### src/rtl/rre_pkg.sv
// Shared definitions for the rectangle raster engine: register map,
// status bit positions and the engine state encoding.
package rre_pkg;

    localparam logic [4:0] A_XMIN      = 5'h00;
    localparam logic [4:0] A_YMIN      = 5'h01;
    localparam logic [4:0] A_XMAX      = 5'h02;
    localparam logic [4:0] A_YMAX      = 5'h03;
    localparam logic [4:0] A_ROP       = 5'h04;
    localparam logic [4:0] A_FG        = 5'h05;
    localparam logic [4:0] A_CORNER_Y  = 5'h06;
    localparam logic [4:0] A_CORNER_X  = 5'h07;
    localparam logic [4:0] A_PT_BASE   = 5'h08;
    localparam logic [4:0] A_PT_LAST   = 5'h0F;
    localparam logic [4:0] A_STAT_BLIT = 5'h10;
    localparam logic [4:0] A_STAT_ENG  = 5'h11;

    localparam int BLIT_BIT = 29;
    localparam int ENG_BIT  = 28;

    typedef enum logic [2:0] {
        ENG_IDLE,
        ENG_SCAN,
        ENG_RD_SRC,
        ENG_RD_DST,
        ENG_WR
    } eng_state_e;

endpackage

### src/rtl/rre_regs.sv
// Register file and launch logic. Holds clip bounds, raster op, colour,
// the two corner latches and the eight copy coordinates. Drops writes
// while the engine is busy, emits a one-cycle registered launch for
// non-empty operations, and derives the walk geometry for the engine.
// Assumes coordinates fit in CW bits and the write data is 16 bits.
module rre_regs
    import rre_pkg::*;
#(
    parameter int CW   = 16,
    parameter int FB_W = 32,
    parameter int FB_H = 32
) (
    input  logic          clk,
    input  logic          rst_n,
    input  logic          wr,
    input  logic [4:0]    addr,
    input  logic [15:0]   wdata,
    input  logic          eng_busy,
    output logic [CW-1:0] xmin,
    output logic [CW-1:0] ymin,
    output logic [CW-1:0] xmax,
    output logic [CW-1:0] ymax,
    output logic [15:0]   rop,
    output logic [7:0]    fg,
    output logic          launch,
    output logic          launch_copy,
    output logic [CW-1:0] start_x,
    output logic [CW-1:0] start_y,
    output logic [CW-1:0] end_x,
    output logic [CW-1:0] end_y,
    output logic          rev_x,
    output logic          rev_y,
    output logic [CW-1:0] dlt_x,
    output logic [CW-1:0] dlt_y
);

    logic [CW-1:0] y_pend, ax, ay, bx, by;
    logic          phase;
    logic [CW-1:0] pt [8];
    logic [CW-1:0] wv;
    logic          accept;

    assign wv     = wdata[CW-1:0];
    assign accept = wr && !eng_busy && !launch;

    // Register writes, corner sequencing and launch generation.
    always_ff @(posedge clk) begin
        if (!rst_n) begin
            xmin        <= '0;
            ymin        <= '0;
            xmax        <= CW'(FB_W - 1);
            ymax        <= CW'(FB_H - 1);
            rop         <= 16'hCCCC;
            fg          <= '0;
            y_pend      <= '0;
            ax          <= '0;
            ay          <= '0;
            bx          <= '0;
            by          <= '0;
            phase       <= 1'b0;
            launch      <= 1'b0;
            launch_copy <= 1'b0;
            for (int i = 0; i < 8; i++) pt[i] <= '0;
        end else begin
            launch <= 1'b0;
            if (accept) begin
                case (addr)
                    A_XMIN:     xmin   <= wv;
                    A_YMIN:     ymin   <= wv;
                    A_XMAX:     xmax   <= wv;
                    A_YMAX:     ymax   <= wv;
                    A_ROP:      rop    <= wdata;
                    A_FG:       fg     <= wdata[7:0];
                    A_CORNER_Y: y_pend <= wv;
                    A_CORNER_X: begin
                        if (!phase) begin
                            ax    <= wv;
                            ay    <= y_pend;
                            phase <= 1'b1;
                        end else begin
                            bx          <= wv;
                            by          <= y_pend;
                            phase       <= 1'b0;
                            launch      <= (wv >= ax) && (y_pend >= ay);
                            launch_copy <= 1'b0;
                        end
                    end
                    default: begin
                        if (addr[4:3] == A_PT_BASE[4:3]) begin
                            pt[addr[2:0]] <= wv;
                            if (addr == A_PT_LAST) begin
                                launch      <= (pt[2] >= pt[0]) && (pt[3] >= pt[1]);
                                launch_copy <= 1'b1;
                            end
                        end
                    end
                endcase
            end
        end
    end

    logic [CW-1:0] cw_w, cw_h, hi_x, hi_y;
    logic          rx, ry;

    // Walk geometry: fills go forward, copies pick an overlap-safe order.
    always_comb begin
        cw_w = pt[2] - pt[0];
        cw_h = pt[3] - pt[1];
        hi_x = pt[4] + cw_w;
        hi_y = pt[5] + cw_h;
        rx   = pt[4] > pt[0];
        ry   = pt[5] > pt[1];
        if (launch_copy) begin
            rev_x   = rx;
            rev_y   = ry;
            start_x = rx ? hi_x : pt[4];
            end_x   = rx ? pt[4] : hi_x;
            start_y = ry ? hi_y : pt[5];
            end_y   = ry ? pt[5] : hi_y;
            dlt_x   = pt[0] - pt[4];
            dlt_y   = pt[1] - pt[5];
        end else begin
            rev_x   = 1'b0;
            rev_y   = 1'b0;
            start_x = ax;
            end_x   = bx;
            start_y = ay;
            end_y   = by;
            dlt_x   = '0;
            dlt_y   = '0;
        end
    end

endmodule

### src/rtl/rre_walker.sv
// Pixel walker: steps through a rectangle row by row, in either direction
// per axis, and flags the final pixel. Assumes start/end are ordered to
// match the direction bits given at load time.
module rre_walker #(
    parameter int CW = 16
) (
    input  logic          clk,
    input  logic          rst_n,
    input  logic          load,
    input  logic          step,
    input  logic [CW-1:0] start_x,
    input  logic [CW-1:0] start_y,
    input  logic [CW-1:0] end_x,
    input  logic [CW-1:0] end_y,
    input  logic          rev_x,
    input  logic          rev_y,
    output logic [CW-1:0] cur_x,
    output logic [CW-1:0] cur_y,
    output logic          last
);

    logic [CW-1:0] sx_q, ex_q, ey_q;
    logic          rx_q, ry_q;

    assign last = (cur_x == ex_q) && (cur_y == ey_q);

    // Position update on load and on each step.
    always_ff @(posedge clk) begin
        if (!rst_n) begin
            cur_x <= '0;
            cur_y <= '0;
            sx_q  <= '0;
            ex_q  <= '0;
            ey_q  <= '0;
            rx_q  <= 1'b0;
            ry_q  <= 1'b0;
        end else if (load) begin
            cur_x <= start_x;
            cur_y <= start_y;
            sx_q  <= start_x;
            ex_q  <= end_x;
            ey_q  <= end_y;
            rx_q  <= rev_x;
            ry_q  <= rev_y;
        end else if (step) begin
            if (cur_x == ex_q) begin
                cur_x <= sx_q;
                cur_y <= ry_q ? cur_y - 1'b1 : cur_y + 1'b1;
            end else begin
                cur_x <= rx_q ? cur_x - 1'b1 : cur_x + 1'b1;
            end
        end
    end

endmodule

### src/rtl/rre_rop.sv
// Bitwise truth-table raster operation. Each result bit selects one bit
// of the 16-bit table using {fg, ~fg, src, dst} of that bit position.
module rre_rop #(
    parameter int PW = 8
) (
    input  logic [15:0]   rop,
    input  logic [PW-1:0] fg,
    input  logic [PW-1:0] src,
    input  logic [PW-1:0] dst,
    output logic [PW-1:0] res
);

    for (genvar i = 0; i < PW; i++) begin : g_bit
        logic [3:0] idx;
        assign idx    = {fg[i], ~fg[i], src[i], dst[i]};
        assign res[i] = rop[idx];
    end

endmodule

### src/rtl/rect_raster_engine.sv
// Top of the rectangle raster engine. Sequences each pixel through an
// optional source read, a destination read and a write, skipping pixels
// outside the clip window. Assumes a pixel memory that holds its request
// inputs steady and answers with a single-cycle acknowledge.
module rect_raster_engine
    import rre_pkg::*;
#(
    parameter int CW     = 16,
    parameter int FB_W   = 32,
    parameter int FB_H   = 32,
    parameter int ADDR_W = $clog2(FB_W * FB_H)
) (
    input  logic              clk,
    input  logic              rst_n,
    input  logic              reg_wr,
    input  logic [4:0]        reg_addr,
    input  logic [15:0]       reg_wdata,
    output logic [31:0]       reg_rdata,
    output logic              mem_req,
    output logic              mem_we,
    output logic [ADDR_W-1:0] mem_addr,
    output logic [7:0]        mem_wdata,
    input  logic [7:0]        mem_rdata,
    input  logic              mem_ack
);

    eng_state_e    state;
    logic          op_copy;
    logic [7:0]    src_val, dst_val;
    logic [CW-1:0] xmin, ymin, xmax, ymax;
    logic [15:0]   rop;
    logic [7:0]    fg_q;
    logic          launch, launch_copy;
    logic [CW-1:0] start_x, start_y, end_x, end_y, dlt_x, dlt_y;
    logic          rev_x, rev_y;
    logic [CW-1:0] cur_x, cur_y;
    logic          last, w_step, in_clip;
    logic          eng_busy, busy_all, copy_all;
    logic [CW-1:0] src_x, src_y;
    logic [ADDR_W-1:0] dst_addr, src_addr;

    assign eng_busy = (state != ENG_IDLE);

    rre_regs #(.CW(CW), .FB_W(FB_W), .FB_H(FB_H)) u_regs (
        .clk(clk), .rst_n(rst_n), .wr(reg_wr), .addr(reg_addr),
        .wdata(reg_wdata), .eng_busy(eng_busy),
        .xmin(xmin), .ymin(ymin), .xmax(xmax), .ymax(ymax),
        .rop(rop), .fg(fg_q), .launch(launch), .launch_copy(launch_copy),
        .start_x(start_x), .start_y(start_y), .end_x(end_x), .end_y(end_y),
        .rev_x(rev_x), .rev_y(rev_y), .dlt_x(dlt_x), .dlt_y(dlt_y)
    );

    rre_walker #(.CW(CW)) u_walk (
        .clk(clk), .rst_n(rst_n), .load(launch), .step(w_step),
        .start_x(start_x), .start_y(start_y), .end_x(end_x), .end_y(end_y),
        .rev_x(rev_x), .rev_y(rev_y),
        .cur_x(cur_x), .cur_y(cur_y), .last(last)
    );

    rre_rop #(.PW(8)) u_rop (
        .rop(rop), .fg(fg_q), .src(src_val), .dst(dst_val), .res(mem_wdata)
    );

    assign in_clip  = (cur_x >= xmin) && (cur_x <= xmax) &&
                      (cur_y >= ymin) && (cur_y <= ymax);
    assign src_x    = cur_x + dlt_x;
    assign src_y    = cur_y + dlt_y;
    assign dst_addr = ADDR_W'(ADDR_W'(cur_y) * ADDR_W'(FB_W) + ADDR_W'(cur_x));
    assign src_addr = ADDR_W'(ADDR_W'(src_y) * ADDR_W'(FB_W) + ADDR_W'(src_x));

    // Walker advances after a skipped pixel or an acknowledged write.
    assign w_step = !last && (((state == ENG_SCAN) && !in_clip) ||
                              ((state == ENG_WR) && mem_ack));

    // Memory request decode from the engine state.
    always_comb begin
        mem_req  = (state == ENG_RD_SRC) || (state == ENG_RD_DST) || (state == ENG_WR);
        mem_we   = (state == ENG_WR);
        mem_addr = (state == ENG_RD_SRC) ? src_addr : dst_addr;
    end

    // Per-pixel sequencing state machine.
    always_ff @(posedge clk) begin
        if (!rst_n) begin
            state   <= ENG_IDLE;
            op_copy <= 1'b0;
            src_val <= '0;
            dst_val <= '0;
        end else begin
            case (state)
                ENG_IDLE: if (launch) begin
                    state   <= ENG_SCAN;
                    op_copy <= launch_copy;
                    src_val <= '0;
                end
                ENG_SCAN: begin
                    if (in_clip)   state <= op_copy ? ENG_RD_SRC : ENG_RD_DST;
                    else if (last) state <= ENG_IDLE;
                end
                ENG_RD_SRC: if (mem_ack) begin
                    src_val <= mem_rdata;
                    state   <= ENG_RD_DST;
                end
                ENG_RD_DST: if (mem_ack) begin
                    dst_val <= mem_rdata;
                    state   <= ENG_WR;
                end
                ENG_WR: if (mem_ack) state <= last ? ENG_IDLE : ENG_SCAN;
                default: state <= ENG_IDLE;
            endcase
        end
    end

    assign busy_all = eng_busy || launch;
    assign copy_all = (eng_busy && op_copy) || (launch && launch_copy);

    // Status read mux.
    always_comb begin
        reg_rdata = '0;
        if (reg_addr == A_STAT_BLIT) reg_rdata[BLIT_BIT] = copy_all;
        if (reg_addr == A_STAT_ENG)  reg_rdata[ENG_BIT]  = busy_all;
    end

endmodule

### config.mk
export PLATFORM = sky130hd
export DESIGN_NAME = rect_raster_engine
export DESIGN_NICKNAME = d
export VERILOG_FILES = /design/src/rtl/rre_pkg.sv /design/src/rtl/rre_regs.sv /design/src/rtl/rre_walker.sv /design/src/rtl/rre_rop.sv /design/src/rtl/rect_raster_engine.sv
export SDC_FILE = /design/constraint.sdc
export NUM_CORES = 1
export LEC_CHECK = 0
export BUFFER_PORTS_ARGS = -buffer_cell sky130_fd_sc_hd__buf_4
export CAP_MARGIN = 20
export CORE_MARGIN = 3
export CORE_UTILIZATION = 65
export DETAILED_ROUTE_END_ITERATION = 7
export PLACE_DENSITY = 0.83
export SLEW_MARGIN = 15
export SYNTH_ARGS = -nofsm -noshare
export SYNTH_HDL_FRONTEND = slang
export SYNTH_HIERARCHICAL = 1
export SYNTH_SLANG_ARGS = --single-unit
export TNS_END_PERCENT = 30
### constraint.sdc
create_clock -name clk -period 8 [get_ports clk]
set_input_delay 1.6 -clock clk [delete_from_list [all_inputs] [get_ports clk]]
set_output_delay 1.6 -clock clk [all_outputs]
set_load 0.1 [all_outputs]
# == After elaboration in Yosys (flattened, before gate mapping) ==
# Memories as Yosys holds them, arrays and structs flattened.
# Cells that the tools add are included.
# word_totals
reg_bits,273
ram_bits,128
inputBits,33
output_inout_bits,52
elab_cells,210
mem_count,1
# mem_list
name,words,width,rd,rd_clocked_by_memory_dff,write_ports,line,rtl
u_regs.pt,8,16,6,0,8,rre_regs.sv:39,logic [CW-1:0] pt [8];
# op_classes
addsub,14
magnitude_cmp,18
eq_ne,23
muxes,69
n_bitwise,10
reduce_logical,50
# op_table
op,n
$mux 16,17
$ge 16x16->1,6
$lt 4x5->1 const B,8
$add 16x1->16 const B,2
$add 16x16->16,2
$bmux 1 s4,8
$eq 16x16->1,2
$gt 16x16->1,2
$le 16x16->1,2
$sub 16x1->16 const B,2
$sub 16x16->16,2
$add 10x10->10,3
$mux 1,28
$reduce_and 2->1,12
$mux 3,7
$eq 5x3->1 const B,4
$mux 10,2
$mux 8,2
$pmux 8 s2,1
$reduce_or 16->1,1
$pmux 3 s5,1
$logic_and 1x1->1,13
$eq 5x2->1 const B,2
$eq 5x5->1 const B,2
25 further kinds,53

# == Logic depth before layout (Yosys ltp) ==
# Gate-level depths: netlist of run 1.
# logic_depth
word_depth,10
depth_mapped,18
mapped_depth_nobuf,18

# == Hierarchy ==
# The synthesis of run 1 kept the hierarchy.
# by_module_without_submodules
module,instances,cells_each,area_per_inst_um2,seq_area_each_um2
rre_regs,1,1986,16893.7,6306.0
rre_walker,1,589,5008.6,1641.6
rect_raster_engine,1,491,3692.3,400.4
rre_rop,1,24,510.5,0.0

# == Worst setup path after synthesis of run 1 ==
# OpenSTA, ideal clock, no wires.
# synth_timing
path_kind,reg2out
start,memory u_regs.pt[4][1]
end,output port mem_addr[5]
arrival_ps,4744
required_ps,6400
setup_slack_ps,1656
stages_incl_launch_ff,16
n_path_buf,0
cell_sequence,edfxtp_1 inv_1 ha_1 nor2b_1 o21a_1 o211ai_1 nand2_1 xnor2_1 nor2_1 inv_1 fa_1 inv_1 ha_1 inv_1 xnor2_1 o21ai_0
# synth_lines
item,line,rtl
"start, declared",rre_regs.sv:39,
"end, declared",rect_raster_engine.sv:21,"output logic [ADDR_W-1:0] mem_addr,"

# == Worst setup path in the final report of run 1 ==
# layout_timing
start,register u_regs.launch_copy
end,output port mem_addr[9]
# layout_between
elab_chain_cells,4
elab_cells_between_ends,6
classes_between,3 x add/sub; 3 x mux
# layout_rtl
item,line,rtl
"start, declared",rre_regs.sv:26,"output logic launch_copy,"
"start signal, assigned",rre_regs.sv:62,launch_copy <= 1'b0;
"start signal, assigned",rre_regs.sv:85,launch_copy <= 1'b0;
"start signal, assigned",rre_regs.sv:93,launch_copy <= 1'b1;
$mux 10,rre_regs.sv:113,if (launch_copy) begin
via dlt_x[1],rect_raster_engine.sv:34,"logic [CW-1:0] start_x, start_y, end_x, end_y, dlt_x, dlt_y;"
$add 10x10->10,rect_raster_engine.sv:66,assign src_x = cur_x + dlt_x;
$add 10x10->10,rect_raster_engine.sv:69,assign src_addr = ADDR_W'(ADDR_W'(src_y) * ADDR_W'(FB_W) + ADDR_W'(src_x));
$mux 10,rect_raster_engine.sv:79,mem_addr = (state == ENG_RD_SRC) ? src_addr : dst_addr;
# The timed path passes the listed nets, and every way through them passes these cells.

==> qor.yml, run 1 <==
min_path:
  holdCritPathClass: "reg2reg"
placement:
  io_buffers: 54
  hpwl_mm: 54.3
  gp_congestion: 0.999
  dp_worst_setup_slack_ns: 2.40
  dp.cells: 3403
worst_setup_path:
  crit_fanout: 76
  critPathTopFamily: "compound AO/OA/AOI/OAI gates"
  worst_ep_required_time_ns: 6.40
  crit_top_cell: "a21oi_1"
  endpoint_kind: "output port"
  crit_chain: "buf_4 > and2_1 > ha_1 > ha_1 > fa_1 > a21o_1 > a21oi_1 > o21bai_1 > a21oi_1 > o21ai_0 > xnor2_1 > a21oi_1 > buf_4"
  critical_path_class: "reg2out"
  arrival_ns: 4.59
  critPathBufInv: 2
  critPathLaunchType: "flop"
  slowest_delay_ns: 0.70
  slowest_stage: "buf_4"
status:
  outcome: "completed"
cts:
  ctsResizeCount: 0
  post_cts_buffers: 0
  htreeDepth: 2
  clk_path_buf_depth: 3
  clock_latency_ns: 0.57
  numCtsBuffers: 40
  cts_hold_buf: 0
  clock_sinks: 361
  path_clk_slew_ns: 0.06
  tritoncts: "built"
  clockRootBuffer: "clkbuf_16"
global_route:
  grt_usage_pct: 35.6
  grt_pass1_vias: 21062
  grt-ovfl-total: 0
  grt_pass1_wl_mm: 115
  antenna_found_initial: 2
  grt_max_degree: 80
die:
  die_x_um: 203
  initial_utilization_pct: 66.5
  die_y_um: 203
  die_area_sq_mm: 0.0413
  placementRows: 71
  num_io_pins: 85
  core_area_sq_mm: 0.0380
drt:
  drtPass1Iterations: 6
  vias: 21764
  wire_per_inst_um: 21.7
  drt_iter0_drc: 2587
  drc: 0
  wirelength_mm: 75.5
  vias_per_cell: 6.27
  ant_nets: 0
cells_and_area:
  layout.cells.non_filler: 3473
  syn2layout_area_growth_pct: 7.17
  final_common_cell: "nand2_1"
  layout_common_cells: "432 x nand2_1, 305 x inv_1, 263 x dfxtp_1, 239 x ha_1, 186 x nor2_1"
  drive_above_1_share_pct: 6.68
  fin_nets: 3248
  antenna_cells: 0
sta:
  hold_viol_final: 0
  finalClockSkew_ns: 0.0260
  fin_hold_ws_ns: 0.455
  slew_violations: 0
  grt_setup_unrepaired: "no"
  slew_headroom_pct: 21.9
  finalSetupViolations: 0
  max_freq_mhz: 161
  fin_crit_ns: 6.19
  period_share_pct: 77.4
  worst_pin_slew_ns: 1.17
  setup-tns-final_ns: 0
  finalWorstSetupSlack_ns: 1.81
power_and_ir_drop:
  p_switching_mw: 1.41
  fin_total_pwr_mw: 4.70
  netSwitchingFraction_pct: 30.0
  powerDensity_mw_per_mm2: 173
  pwr-share-clk_pct: 39.8
  vdd_drop_max_uv: 165
  combPwrFrac_pct: 18.8
  leakagePower_nw: 11.4
  power.internal_mw: 3.29
  seq_power_share_pct: 41.5
yosys:
  ys.warnings.count: 6
  syn_inst: 2963
  syn_avg_cell_area_sq_um: 8.53
  synth_area_sq_mm: 0.0253
flow_run:
  maxCapViolations: 0
[layer usage]
| layer | GRT usage [%] | up-vias | routed length (um) |
|---|---|---|---|
| met5 | 0 | - | 0 |
| met4 | 21.7 | 0 | 5340 |
| met3 | 5.40 | 267 | 6550 |
| met2 | 56.5 | 1168 | 34000 |
| met1 | 46.1 | 10271 | 29600 |
| li1 | - | 10058 | - |
[final timing paths]
kind / from / endpoint / slack [ns] / cells past startpoint
min reg2reg: u_regs/xmin[8] / u_regs/xmin[8] / 0.46 / 2
max: u_regs/launch_copy / mem_addr[9] / 1.81 / 13
max reg2reg: u_walk/cur_x[0] / u_walk/cur_y[15] / 3.04 / 15
min: u_regs/xmin[8] / u_regs/xmin[8] / 0.46 / 2
[stage by stage]
| stage | instance area (sq um) | util (%) |
|---|---|---|
| 3_3_place_gp | 25700 | 67.7 |
| 6_report | 27100 | 71.2 |
| 5_1_grt | 27100 | 71.2 |
| 4_1_cts | 27100 | 71.2 |
| 2_1_floorplan | 25400 | - |
| 3_5_place_dp | 25700 | 67.7 |
[area by class of cell]
type	count	area (sq um)
Inverter	307	1150
Tap cell	511	639
Sequential cell	361	8200
Fill cell	2949	10900
Timing Repair Buffer	75	567
Clock buffer	56	1200
Multi-Input combinational cell	2150	15200
Clock inverter	13	125
[tightest hold or removal path, cell delays in order (launching register included)]
cell      delay (ns)
dfxtp_1         0.31
nand2_1         0.05
a21boi_1        0.05
[power groups by stage]
stage / Combinational [mW] / Sequential (mW) / Clock (mW)
detailed placement: 0.848 / 1.98 / 0
global placement: 0.833 / 1.98 / 0
finish: 0.881 / 1.95 / 1.87
global route: 0.939 / 1.95 / 1.95
floorplan: 0.647 / 1.96 / 0
CTS: 0.855 / 1.95 / 1.88
[state kept, by name (all words and copies together) (netlist names), 3 cells and up]
register and flops:
u_walk/ey_q 16, u_regs/xmin 16, u_regs/by 16, u_regs/bx 16
u_regs/y_pend 16, u_walk/ex_q 16, u_regs/ay 16, u_regs/xmax 16
src_val 8, u_regs/rop 8, u_walk/cur_x 16, u_regs/pt 96
u_regs/ymin 16, u_regs/ax 16, u_walk/cur_y 16, u_walk/sx_q 16
u_regs/fg 8, u_regs/ymax 16, state 3, dst_val 8
(Power assumes the default switching activity.)
==> inputs of run 2 (changes only) <==
--- a/config.mk
+++ b/config.mk
@@ -8,9 +8,9 @@
 export BUFFER_PORTS_ARGS = -buffer_cell sky130_fd_sc_hd__buf_4
 export CAP_MARGIN = 20
 export CORE_MARGIN = 3
-export CORE_UTILIZATION = 65
+export CORE_UTILIZATION = 58
 export DETAILED_ROUTE_END_ITERATION = 7
-export PLACE_DENSITY = 0.83
+export PLACE_DENSITY = 0.78
 export SLEW_MARGIN = 15
 export SYNTH_ARGS = -nofsm -noshare
 export SYNTH_HDL_FRONTEND = slang
==> constraint.sdc (replaced) <==
create_clock -name clk -period 5.2 [get_ports clk]
set_input_delay 1.04 -clock clk [delete_from_list [all_inputs] [get_ports clk]]
set_output_delay 1.04 -clock clk [all_outputs]
set_load 0.1 [all_outputs]
==> run 2 against run 1 <==
Effect of this change:
- flip-flop and latch count unchanged
- sequential share of layout area shrank 0.61 points
- utilization shrank 6.2 points
- critical path depth increased by 3
- cell count increased by 3.1%
- count of clock-buffer cells in the layout shrank 1
- worst hold slack got worse by 0.0025 ns
- power is 57% higher
- combinational power rose by 58%
- critical path type unchanged
- largest power group unchanged
==> qor.yml, run 2 (synthesis results as in run 1) <==
status:
  outcome: "completed"
global_route:
  grt_pass1_wl_mm: 122  # +5.6%
  grt-ovfl-total: 0  # unchanged
  grt_max_degree: 121  # +51%
  grt_usage_pct: 33.5  # -2.1 points
  grt_pass1_vias: 21401  # +1.6%
  antenna_found_initial: 5  # +3
sta:
  fin_hold_ws_ns: 0.453  # -0.00250 ns
  grt_setup_unrepaired: "yes"
  worst_pin_slew_ns: 1.08  # -0.0970 ns
  fin_crit_ns: 5.20
  finalClockSkew_ns: 0.0215  # -0.00452 ns
  finalSetupViolations: 0  # unchanged
  slew_headroom_pct: 28.1  # +6.2 points
  slew_violations: 0  # unchanged
  period_share_pct: 100
  hold_viol_final: 0  # unchanged
  setup-tns-final_ns: 0  # unchanged
  max_freq_mhz: 192
cts:
  clk_path_buf_depth: 3  # unchanged
  htreeDepth: 2  # unchanged
  clock_sinks: 361  # unchanged
  clockRootBuffer: "clkbuf_16"
  clock_latency_ns: 0.58  # about the same
  tritoncts: "built"
  numCtsBuffers: 41  # +2.5%
  path_clk_slew_ns: 0.06  # about the same
die:
  num_io_pins: 85  # unchanged
  die_x_um: 215  # +5.7%
  placementRows: 75  # +5.6%
  initial_utilization_pct: 59.5  # -7.0 points
  core_area_sq_mm: 0.0425  # +12%
  die_area_sq_mm: 0.0461  # +12%
  die_y_um: 215  # +5.7%
placement:
  dpl-instance-area_sq_mm: 0.0260  # +0.95%
  hpwl_mm: 56.8  # +4.7%
  dp.cells: 3489  # +2.5%
  gp_congestion: 1.00  # about the same
  io_buffers: 54  # unchanged
worst_setup_path:
  crit_end: "mem_addr[8]"
  rr_endpoint: "u_walk/cur_y[2]"
  critical_path_class: "reg2out"
  r2r_setup_slack_ns: 0.47  # -2.57 ns
  arrival_ns: 4.16  # -0.43 ns
  critPathLaunchType: "flop"
  ff2ff_path_depth: 15  # unchanged
  endpoint_kind: "output port"
  crit_fanout: 4  # -95%
  worst_ep_required_time_ns: 4.16  # -2.24 ns
  timing.rr.start: "u_walk/cur_x[0]"
  startpoint: "u_regs/pt[4][1]"
drt:
  wire_per_inst_um: 22.2  # +2.1%
  vias: 22032  # +1.2%
  drt_iter0_drc: 2549  # -1.5%
  ant_nets: 0  # unchanged
  vias_per_cell: 6.15  # -1.8%
  drc: 0  # unchanged
  wirelength_mm: 79.4  # +5.3%
  drtPass1Iterations: 7  # +1
cells_and_area:
  largest_register_ffs: 96  # unchanged
  fin_area_sq_mm: 0.0277  # +2.1%
  fin_nets: 3281  # +1.0%
  regMostFlops: "u_regs/pt"
  layout_common_cells: "431 x nand2_1, 298 x inv_1, 263 x dfxtp_1, 231 x ha_1, 186 x nor2_1"
  final_common_cell: "nand2_1"
  syn2layout_area_growth_pct: 9.39
  layout.cells.non_filler: 3581  # +3.1%
  drive_above_1_share_pct: 8.73  # +2.0 points
min_path:
  min_from: "u_regs/xmin[5]"
  holdCritPathClass: "reg2reg"
power_and_ir_drop:
  powerDensity_mw_per_mm2: 266  # +53%
  leakagePower_nw: 11.6  # +1.6%
  vdd_drop_max_uv: 175  # +5.6%
flow_run:
  maxCapViolations: 0  # unchanged
[run 2: layout make-up]
type / instances / area [sq um]
multi-input combinational: 2150 / 15400
antenna: 4 / 10.0
clock inverter: 20 / 191
fill: 3501 / 14900
tap: 577 / 722
timing repair buffer: 107 / 831
inverter: 307 / 1150
sequential: 361 / 8200
clock buffer: 55 / 1180
[run 2: worst min-delay path by stage]
stage	endpoint	slack (ns)	cells after the start
finish	u_regs/xmin[5]	0.45	2
global placement	u_regs/xmin[14]	0.44	2
floorplan	u_regs/xmin[10]	0.44	2
detailed placement	u_regs/xmin[5]	0.45	2
global route	u_regs/xmin[14]	0.48	2
CTS	u_regs/xmin[5]	0.45	2
[run 2: stage by stage]
step                      util (%)  worst slack (ns)  total power [mW]
after floorplan                  -            -0.291              4.02
after global placement        61.1             0.338              4.34
after detailed placement      61.1             0.259              4.37
after CTS                     64.7           0.00372              7.33
after global routing          65.0            -0.190              7.60
final                         65.0          0.000738              7.36
[run 2: worst max-delay path, cell delays in order (launching register included)]
cell	delay, ns
edfxtp_1	0.42
inv_2	0.10
ha_4	0.19
nor2b_4	0.12
o21a_1	0.19
o211ai_1	0.18
nand2_1	0.14
a21o_1	0.21
a21oi_2	0.13
mux2i_1	0.24
inv_1	0.09
fa_1	0.52
inv_2	0.05
ha_4	0.23
a2111o_1	0.40
o211ai_1	0.11
buf_6	0.26
[run 2: routing by layer]
metal | vias up | global-route usage (%) | routed length, um
met2 | 1114 | 52.8 | 35900
met3 | 227 | 6.60 | 7740
met4 | 4 | 14.9 | 3480
met5 | - | 0 | 27
met1 | 10564 | 44.9 | 32300
li1 | 10123 | - | -
[run 2: power by group]
| part | total [mW] | switching (mW) | internal, mW |
|---|---|---|---|
| registers | 2.99 | 0.0574 | 2.93 |
| logic | 1.39 | 0.954 | 0.431 |
| clock network | 2.98 | 1.24 | 1.74 |
[run 2: what timing repair did]
action | CTS | global route
setup endpoints to repair | 3 | 3
hold endpoints to repair | 0 | 0
buffers inserted | 7 | 6
hold buffers | 0 | 0
gates resized for setup | 18 | 23
pin swaps | 3 | 18
